`src/rtl/gdt_pkg.sv`:
```
`timescale 1ns/1ps
package gdt_pkg;

    typedef enum logic [2:0] {
        GS_HALT   = 3'd0,
        GS_PARK   = 3'd1,
        GS_GAP_LH = 3'd2,
        GS_HIGH   = 3'd3,
        GS_GAP_HL = 3'd4,
        GS_LOW    = 3'd5
    } gdt_state_e;

    // Synchronized input bundle; bit 0 is the PWM request.
    typedef struct packed {
        logic comp_low;
        logic shutdown;
        logic ls_gl;
        logic hs_gl;
        logic sw_low;
        logic pwm;
    } gdt_in_s;

endpackage

```
`src/rtl/gdt_sync.sv`:
```
`timescale 1ns/1ps
module gdt_sync #(
    parameter int W      = 6,
    parameter int STAGES = 2
) (
    input  logic         clk,
    input  logic         rst_n,
    input  logic [W-1:0] d,
    output logic [W-1:0] q
);

    generate
        if (STAGES == 0) begin : g_bypass
            assign q = d;
        end else begin : g_chain
            logic [W-1:0] stg [STAGES];

            always_ff @(posedge clk or negedge rst_n) begin
                if (!rst_n) begin
                    for (int i = 0; i < STAGES; i++) begin
                        stg[i] <= '0;
                    end
                end else begin
                    stg[0] <= d;
                    for (int i = 1; i < STAGES; i++) begin
                        stg[i] <= stg[i-1];
                    end
                end
            end

            assign q = stg[STAGES-1];
        end
    endgenerate

endmodule

```
`src/rtl/gdt_timer.sv`:
```
`timescale 1ns/1ps
module gdt_timer #(
    parameter int CW = 9
) (
    input  logic          clk,
    input  logic          rst_n,
    input  logic          clear,
    output logic [CW-1:0] cnt
);

    // Cycles spent in the current state; saturates at all ones.
    always_ff @(posedge clk or negedge rst_n) begin
        if (!rst_n) begin
            cnt <= '0;
        end else if (clear) begin
            cnt <= '0;
        end else if (cnt != '1) begin
            cnt <= cnt + 1'b1;
        end
    end

endmodule

```
`src/rtl/gdt_fsm.sv`:
```
`timescale 1ns/1ps
module gdt_fsm
    import gdt_pkg::*;
#(
    parameter int CW         = 9,
    parameter int DEAD_CYC   = 5,
    parameter int SW_TMO_CYC = 50,
    parameter int MAX_ON     = 313
) (
    input  logic          clk,
    input  logic          rst_n,
    input  gdt_in_s       sig,
    input  logic [CW-1:0] cnt,
    output logic          clear,
    output logic          hs_drv,
    output logic          ls_drv
);

    localparam logic [CW-1:0] GAP_LAST = CW'(DEAD_CYC - 1);
    localparam logic [CW-1:0] TMO_LAST = CW'(SW_TMO_CYC - 1);
    localparam logic [CW-1:0] ON_LAST  = CW'(MAX_ON - 1);

    gdt_state_e st;
    gdt_state_e nxt;
    logic       pwm_prev;
    logic       halt;
    logic       rise;
    logic       gap_done;

    assign halt     = sig.shutdown | sig.comp_low;
    assign rise     = sig.pwm & ~pwm_prev;
    assign gap_done = (cnt >= GAP_LAST);
    assign clear    = (nxt != st);

    always_ff @(posedge clk or negedge rst_n) begin
        if (!rst_n) begin
            pwm_prev <= 1'b0;
        end else begin
            pwm_prev <= sig.pwm;
        end
    end

    // State register
    always_ff @(posedge clk or negedge rst_n) begin
        if (!rst_n) begin
            st <= GS_HALT;
        end else begin
            st <= nxt;
        end
    end

    // Next-state logic
    always_comb begin
        nxt = st;
        if (halt) begin
            nxt = GS_HALT;
        end else begin
            unique case (st)
                GS_HALT: begin
                    nxt = GS_PARK;
                end
                GS_PARK: begin
                    if (rise) nxt = GS_GAP_LH;
                end
                GS_GAP_LH: begin
                    if (!sig.pwm) begin
                        nxt = GS_GAP_HL;
                    end else if (sig.ls_gl && gap_done) begin
                        nxt = GS_HIGH;
                    end
                end
                GS_HIGH: begin
                    if (!sig.pwm || (cnt >= ON_LAST)) nxt = GS_GAP_HL;
                end
                GS_GAP_HL: begin
                    if (rise) begin
                        nxt = GS_GAP_LH;
                    end else if (sig.hs_gl && sig.sw_low && gap_done) begin
                        nxt = GS_LOW;
                    end else if (cnt >= TMO_LAST) begin
                        nxt = GS_PARK;
                    end
                end
                GS_LOW: begin
                    if (rise) nxt = GS_GAP_LH;
                end
                default: nxt = GS_HALT;
            endcase
        end
    end

    // Output decode
    always_comb begin
        hs_drv = 1'b0;
        ls_drv = 1'b0;
        unique case (st)
            GS_HIGH: hs_drv = 1'b1;
            GS_LOW:  ls_drv = 1'b1;
            default: ;
        endcase
    end

endmodule

```
`src/rtl/gate_deadtime_ctrl.sv`:
```
`timescale 1ns/1ps
module gate_deadtime_ctrl
    import gdt_pkg::*;
#(
    parameter int DEAD_CYC    = 5,
    parameter int SW_TMO_CYC  = 50,
    parameter int PERIOD_CYC  = 333,
    parameter int DUTY_PCT    = 94,
    parameter int SYNC_STAGES = 2
) (
    input  logic clk,
    input  logic rst_n,
    input  logic pwm_req,
    input  logic sw_node_low,
    input  logic hs_gate_low,
    input  logic ls_gate_low,
    input  logic shutdown,
    input  logic comp_low,
    output logic hs_drv,
    output logic ls_drv
);

    localparam int MAX_ON = (PERIOD_CYC * DUTY_PCT) / 100;
    localparam int CNT_W  = $clog2(MAX_ON + SW_TMO_CYC + DEAD_CYC + 2);
    localparam int IN_W   = $bits(gdt_in_s);

    logic [IN_W-1:0]  raw_bits;
    logic [IN_W-1:0]  syn_bits;
    gdt_in_s          syn;
    logic [CNT_W-1:0] cnt;
    logic             clear;

    assign raw_bits = {comp_low, shutdown, ls_gate_low, hs_gate_low, sw_node_low, pwm_req};
    assign syn      = gdt_in_s'(syn_bits);

    gdt_sync #(
        .W      (IN_W),
        .STAGES (SYNC_STAGES)
    ) u_sync (
        .clk   (clk),
        .rst_n (rst_n),
        .d     (raw_bits),
        .q     (syn_bits)
    );

    gdt_timer #(
        .CW (CNT_W)
    ) u_timer (
        .clk   (clk),
        .rst_n (rst_n),
        .clear (clear),
        .cnt   (cnt)
    );

    gdt_fsm #(
        .CW         (CNT_W),
        .DEAD_CYC   (DEAD_CYC),
        .SW_TMO_CYC (SW_TMO_CYC),
        .MAX_ON     (MAX_ON)
    ) u_fsm (
        .clk    (clk),
        .rst_n  (rst_n),
        .sig    (syn),
        .cnt    (cnt),
        .clear  (clear),
        .hs_drv (hs_drv),
        .ls_drv (ls_drv)
    );

endmodule

```
`config.mk`:
```
export PLATFORM = sky130hd
export DESIGN_NAME = gate_deadtime_ctrl
export DESIGN_NICKNAME = d
export VERILOG_FILES = /design/src/rtl/gdt_pkg.sv /design/src/rtl/gdt_sync.sv /design/src/rtl/gdt_timer.sv /design/src/rtl/gdt_fsm.sv /design/src/rtl/gate_deadtime_ctrl.sv
export SDC_FILE = /design/constraint.sdc
export NUM_CORES = 1
export LEC_CHECK = 0
export ABC_AREA = 0
export CAP_MARGIN = 20
export CELL_PAD_IN_SITES_DETAIL_PLACEMENT = 2
export CELL_PAD_IN_SITES_GLOBAL_PLACEMENT = 2
export CORE_MARGIN = 2
export CORE_UTILIZATION = 36
export CTS_CLUSTER_SIZE = 10
export DETAILED_ROUTE_END_ITERATION = 8
export HOLD_SLACK_MARGIN = 0.02
export PLACE_DENSITY_LB_ADDON = 0.3
export SLEW_MARGIN = 0
export SYNTH_ARGS = -nofsm -noshare
export SYNTH_HDL_FRONTEND = slang
export SYNTH_SLANG_ARGS = --single-unit
```
`constraint.sdc`:
```
create_clock -name clk -period 2.1 [get_ports clk]
set_input_delay 0.525 -clock clk [delete_from_list [all_inputs] [get_ports clk]]
set_output_delay 0.525 -clock clk [all_outputs]
set_load 0.005 [all_outputs]
```
==> impl_metrics.json, run 1 <==
{
  "synth_area_per_cell_um2": 10.59,
  "drv_slew": 0,
  "path_clk_slew_ns": 0.15,
  "met3WireLength_um": 49,
  "drc": 0,
  "synth_edf_count": 0,
  "rows": 21,
  "finalClockSkew_ns": 0.009954,
  "gr-total-overflow": 0,
  "synth_flop_cell": "dfrtp_1",
  "cp-start-kind": "register",
  "grt_pass1_vias": 977,
  "yosys.area.top_type": "dfrtp_1",
  "syn_nets": 126,
  "r2r_end": "u_timer.cnt[3]",
  "critical_path_class": "register to register",
  "clkPwrFrac": 0.235,
  "relSlewSlack": 0.6692,
  "synthesis.instances": 114,
  "crit_required_ns": 2.37,
  "cts_max_path_buffers": 2,
  "initial_core_util": 0.3676,
  "period_needed_ns": 2.017,
  "synth_commonest_cells": "25 x dfrtp_1, 18 x nor2_1, 7 x nand2_1, 5 x a21oi_1",
  "worst_pin_slew_ns": 0.4836,
  "grt_max_degree": 26,
  "combPwrFrac": 0.168,
  "synth_xor_area_frac": 0.05078,
  "top_layer": "met4",
  "ys_types": 36,
  "vias_per_cell": 5.243,
  "yosys_warnings": 0,
  "setup_viol_count_final": 0,
  "worstHoldPathType": "register to register",
  "power.internal_w": 0.0006703,
  "dp.cells": 166,
  "routed_wirelength_um": 2969,
  "grt_first_pass_wirelength_um": 4623,
  "drt-pass1-iter-count": 3,
  "fp.dieArea_um2": 3833,
  "gp_congestion": 0.8195,
  "synth.top_cell.area_share": 0.5181,
  "status": "finished, final reports clean",
  "arrival_ns": 2.29,
  "startpoint": "u_fsm.st[2]",
  "hp-start": "u_sync.g_chain.stg[9]",
  "end_kind": "register",
  "ioPinCount": 10,
  "max_cap_violations": 0,
  "cts_tree": "done",
  "grt.total_usage": 0.1665,
  "final_hold_viol_count": 0,
  "dp.final_hpwl_um": 1980,
  "synth-compound-area-share": 0.1233,
  "cellPowerDensity_nw_per_um2": 653.4,
  "die_w_um": 61.91,
  "cts-root-buf": "clkbuf_4",
  "n_antenna_cell": 0,
  "nets": 144,
  "switching_share": 0.3051,
  "synth-seq-cells": 25,
  "clock_latency_ns": 0.32,
  "die_y_um": 61.91,
  "htree_levels": 1,
  "first_iter_violations": 22,
  "synthAdderAreaFrac": 0.04145,
  "synth_top_family_by_area": "simple AND/OR/NAND/NOR gates",
  "wire_per_inst_um": 16.77,
  "cts.sinks": 25,
  "cp-endpoint": "u_timer.cnt[3]",
  "io_buffers": 9,
  "rrSetupSlack_ns": 0.08,
  "reg2reg_depth": 6,
  "muxShareOfSynthArea": 0.01658,
  "yosys.area_share.simple": 0.2145,
  "synthArstFlopShare": 1.000,
  "worstPathMaxFanout": 4,
  "final_core_util": 0.4495,
  "yosysMostFrequentCell": "dfrtp_1",
  "power_frac_seq": 0.597,
  "drive_gt1_frac": 0.1908,
  "fmax_mhz": 495.8,
  "antenna_found_initial": 0,
  "core_area_um2": 3284,
  "synth_seq_area_share": 0.5181,
  "leakagePower_nw": 0.6323,
  "met1Wirelength_um": 1409,
  "irDropWorstVdd_uv": 295.8,
  "r2r_start": "u_fsm.st[2]",
  "layoutNonFillerInstCount": 177,
  "period_share": 0.9604,
  "synth_area_um2": 1207,
  "vias": 928,
  "synthTopCellsByArea": "dfrtp_1 52%, nor2_1 5.6%, ha_1 4.1%",
  "p_switching_w": 0.0002943,
  "cts_buffers": 3,
  "ant_nets": 0,
  "syn_to_final_growth_pct": 22.28,
  "finalSetupTns_ns": 0,
  "wl_met2_um": 1445
}
==> worst max-delay path, cell delays in order, from the launching register on <==
cell and delay, ns:
dfrtp_2 0.46, buf_4 0.15, or4b_1 0.56, o22ai_1 0.29, o2bb2ai_4 0.18, nand4_2 0.19
nor2_1 0.14
==> repair_timing <==
item / CTS / global route
hold buffers: 0 / 0
cloned: 0 / 1
gates resized for setup: 4 / 9
endpoints found under the setup margin: 2 / 11
setup buffers: 3 / 3
pin swaps: 1 / 4
==> layer usage <==
layer,GRT usage,up-vias
li1,-,440
met1,0.2257,468
met2,0.2782,12
met3,0.01863,8
met4,0.05471,0
met5,0,-
==> logic make-up after synthesis <==
kind of cell / count (synthesis)
mux: 2
xor+xnor: 7
simple gates: 47
buf+inv: 9
flops: 25
fa+ha+maj: 4
compound gates: 20
==> cell type report <==
type / instances / area (um2)
well taps: 46 / 57.56
fillers: 347 / 1808
flip-flops and latches: 25 / 630.6
repair buffers: 18 / 162.7
multi-input cells: 81 / 584.3
inverters: 3 / 11.26
clock buffers: 3 / 22.52
clock inverters: 1 / 7.507
==> worst min-delay path by stage <==
| stage | endpoint | slack, ns | cells after the start |
|---|---|---|---|
| global route | u_sync.q[4] | 0.38 | 0 |
| floorplan | u_fsm.pwm_prev | 0.23 | 0 |
| detailed placement | u_sync.q[3] | 0.34 | 0 |
| finish | u_sync.q[3] | 0.37 | 0 |
| CTS | u_sync.q[3] | 0.37 | 0 |
| global placement | u_sync.q[3] | 0.33 | 0 |
==> power groups by stage <==
| stage | Combinational (W) | Sequential [W] | Clock [W] |
|---|---|---|---|
| global placement | 0.000144 | 0.000578 | 0 |
| detailed placement | 0.000153 | 0.000583 | 0 |
| floorplan | 0.000111 | 0.000557 | 0 |
| CTS | 0.000154 | 0.000574 | 0.000233 |
| global route | 0.000189 | 0.000586 | 0.000258 |
| finish | 0.000162 | 0.000576 | 0.000226 |
==> state kept, by name, summed over array words and instances, names as in the netlist <==
name                cells
u_fsm.st                3
u_sync.g_chain.stg      6
u_fsm.pwm_prev          1
u_sync.q                6
u_timer.cnt             9
==> through the flow <==
step                      cell area [um2]  setup WS, ns  total power, W  hold WS (ns)
after floorplan                      1207        0.3603       0.0006683        0.2294
after global placement               1346        0.2118       0.0007225        0.3324
after detailed placement             1346        0.1672       0.0007356        0.3370
after CTS                            1405       0.01976       0.0009614        0.3696
after global routing                 1476      -0.04265        0.001032        0.3783
final                                1476       0.08311       0.0009646        0.3673
==> cell usage in the layout, fill, tap and decap left out, types with 2 or more instances in the layout <==
cell type        Yosys  routed
xnor2_1              4       4
clkbuf_4             0       3
inv_1                3       2
nor2_1              18      16
clkdlybuf4s50_1      0       7
nand2_1              7       7
nand4_1              2       2
xor2_1               3       3
a21oi_1              5       5
nand3_1              2       2
nor4b_1              3       3
dlymetal6s2s_1       0       2
o21ai_0              2       2
nor2b_1              2       2
dfrtp_2              0       4
a211o_1              2       2
mux2i_1              2       2
dfrtp_1             25      21
nor4_1               4       4
nor2_2               0       2
nand4b_1             2       2
and3_1               2       2
ha_1                 4       4
buf_4                0       9
(Power assumes the default switching activity.)
==> run 2: changes to the inputs <==
- ABC_CLOCK_PERIOD_IN_PS: unset -> 2100
==> results of run 2 <==
Same layout as run 1: the final DEF is identical, and so are final timing and power.
==> run 3: changes to the inputs <==
- CORE_UTILIZATION: 36 -> 35
==> impl_metrics.json, run 3 (synthesis gave the netlist of run 1 again) <==
{
  "status": "finished, final reports clean",
  "grt.total_usage": 0.1684,
  "slowest_delay_ns": 0.50,
  "worstHoldPathType": "register to register",
  "htree_levels": 1,
  "vias": 928,
  "final_common_cell": "dfrtp_1",
  "clock_latency_ns": 0.32,
  "path_clk_slew_ns": 0.14,
  "whs_path_depth": 0,
  "syn_to_final_growth_pct": 19.48,
  "core_area_um2": 3337,
  "rrSetupSlack_ns": 0.11,
  "dp.final_hpwl_um": 2214,
  "die_w_um": 62.74,
  "cts.sinks": 25,
  "drive_gt1_frac": 0.1615,
  "vias_per_cell": 5.273,
  "timing.hold.ws_ns": 0.3679,
  "io_buffers": 9,
  "drc": 0,
  "nets": 143,
  "period_share": 0.9699,
  "n_antenna_cell": 0,
  "r2r_start": "u_fsm.st[2]",
  "worstPathMaxFanout": 3,
  "arrival_ns": 1.51,
  "worst_hold_path.endpoint": "u_sync.q[4]",
  "grt_max_degree": 26,
  "critPathSlowestCell": "clkdlybuf4s50_1",
  "period_needed_ns": 2.037,
  "ant_nets": 0,
  "cts_tree": "done",
  "fmax_mhz": 491.0,
  "cts_buffers": 3,
  "initial_core_util": 0.3618,
  "cellPowerDensity_nw_per_um2": 668.0,
  "top_register": "u_timer.cnt",
  "worst_pin_slew_ns": 0.5062,
  "relSlewSlack": 0.6538,
  "cts-root-buf": "clkbuf_4",
  "antenna_found_initial": 0,
  "rows": 21,
  "first_iter_violations": 23,
  "crit_required_ns": 1.57,
  "finalSetupTns_ns": 0,
  "wire_per_inst_um": 16.91,
  "setup_viol_count_final": 0,
  "final_hold_viol_count": 0,
  "drv_slew": 0,
  "crit_chain": "buf_6 -> and3_1 -> clkdlybuf4s50_1",
  "irDropWorstVdd_uv": 418.0,
  "cp-start-kind": "register",
  "critical_path_class": "register to primary output",
  "hp-start": "u_sync.g_chain.stg[10]",
  "cts_max_path_buffers": 2,
  "total_power_w": 0.0009637,
  "gp_congestion": 0.7649,
  "fp.dieArea_um2": 3936,
  "gr-total-overflow": 0,
  "routed_wirelength_um": 2976,
  "grt_first_pass_wirelength_um": 5168,
  "ioPinCount": 10,
  "leakagePower_nw": 0.6118,
  "r2r_end": "u_timer.cnt[5]",
  "max_cap_violations": 0,
  "drt-pass1-iter-count": 3,
  "largest_reg_flops": 9,
  "layout_common_cells": "24 x dfrtp_1, 17 x nor2_1, 8 x clkdlybuf4s50_1, 8 x buf_4, 7 x nand2_1",
  "finalClockSkew_ns": 0.004124,
  "reg2reg_depth": 6,
  "grt_pass1_vias": 1006,
  "die_y_um": 62.74,
  "end_kind": "primary output"
}
## run 3: worst max path at each step
| stage | startpoint | end | slack [ns] |
|---|---|---|---|
| after floorplan | u_timer.cnt[0] | u_timer.cnt[5] | 0.36 |
| after global placement | u_timer.cnt[1] | u_timer.cnt[2] | 0.25 |
| after detailed placement | u_timer.cnt[1] | u_timer.cnt[5] | 0.15 |
| after CTS | u_fsm.st[1] | hs_drv | 0.01 |
| after global routing | u_fsm.st[2] | ls_drv | -0.04 |
| final | u_fsm.st[2] | ls_drv | 0.06 |
## run 3: where the power goes
group	internal, W	switching [W]
combinational	0.0000770	0.0000903
clock	0.0000728	0.000151
sequential	0.000519	0.0000539
## run 3: critical path, delay by kind of cell (launching register included)
family        cells  cell delay, ns
buf+inv           2            0.61
flops             1            0.42
simple gates      1            0.15
## run 3: final cells by class
class / instances / area [um2]
Fill cell: 372 / 1894
Sequential cell: 25 / 626.9
Multi-Input combinational cell: 80 / 553.0
Timing Repair Buffer: 18 / 163.9
Tap cell: 46 / 57.56
Clock buffer: 3 / 22.52
Inverter: 3 / 11.26
Clock inverter: 1 / 7.507
## run 3: per-stage QoR
| stage | area, um2 | setup WS [ns] | util | instances |
|---|---|---|---|---|
| 2_1_floorplan | 1207 | 0.3603 | - | 114 |
| 3_3_place_gp | 1354 | 0.2461 | 0.4057 | 167 |
| 3_5_place_dp | 1354 | 0.1452 | 0.4057 | 167 |
| 4_1_cts | 1406 | 0.01004 | 0.4214 | 173 |
| 5_1_grt | 1443 | -0.03577 | 0.4323 | 176 |
| 6_report | 1443 | 0.06315 | 0.4323 | 176 |
## run 3: repair_timing
| action | 4_1_cts | 5_1_grt |
|---|---|---|
| hold buffers | 0 | 0 |
| setup endpoints to repair | 2 | 12 |
| pin swaps | 0 | 2 |
| setup buffers | 2 | 3 |
| hold endpoints to repair | 0 | 0 |
| resized for setup | 3 | 5 |
## run 3: routing by layer
layer,global-route usage,vias to the layer above,part of all wire
met1,0.2203,483,0.42
met5,0,-,0
li1,-,432,-
met2,0.2917,8,0.55
met4,0.05000,0,0.014
met3,0.02162,5,0.010
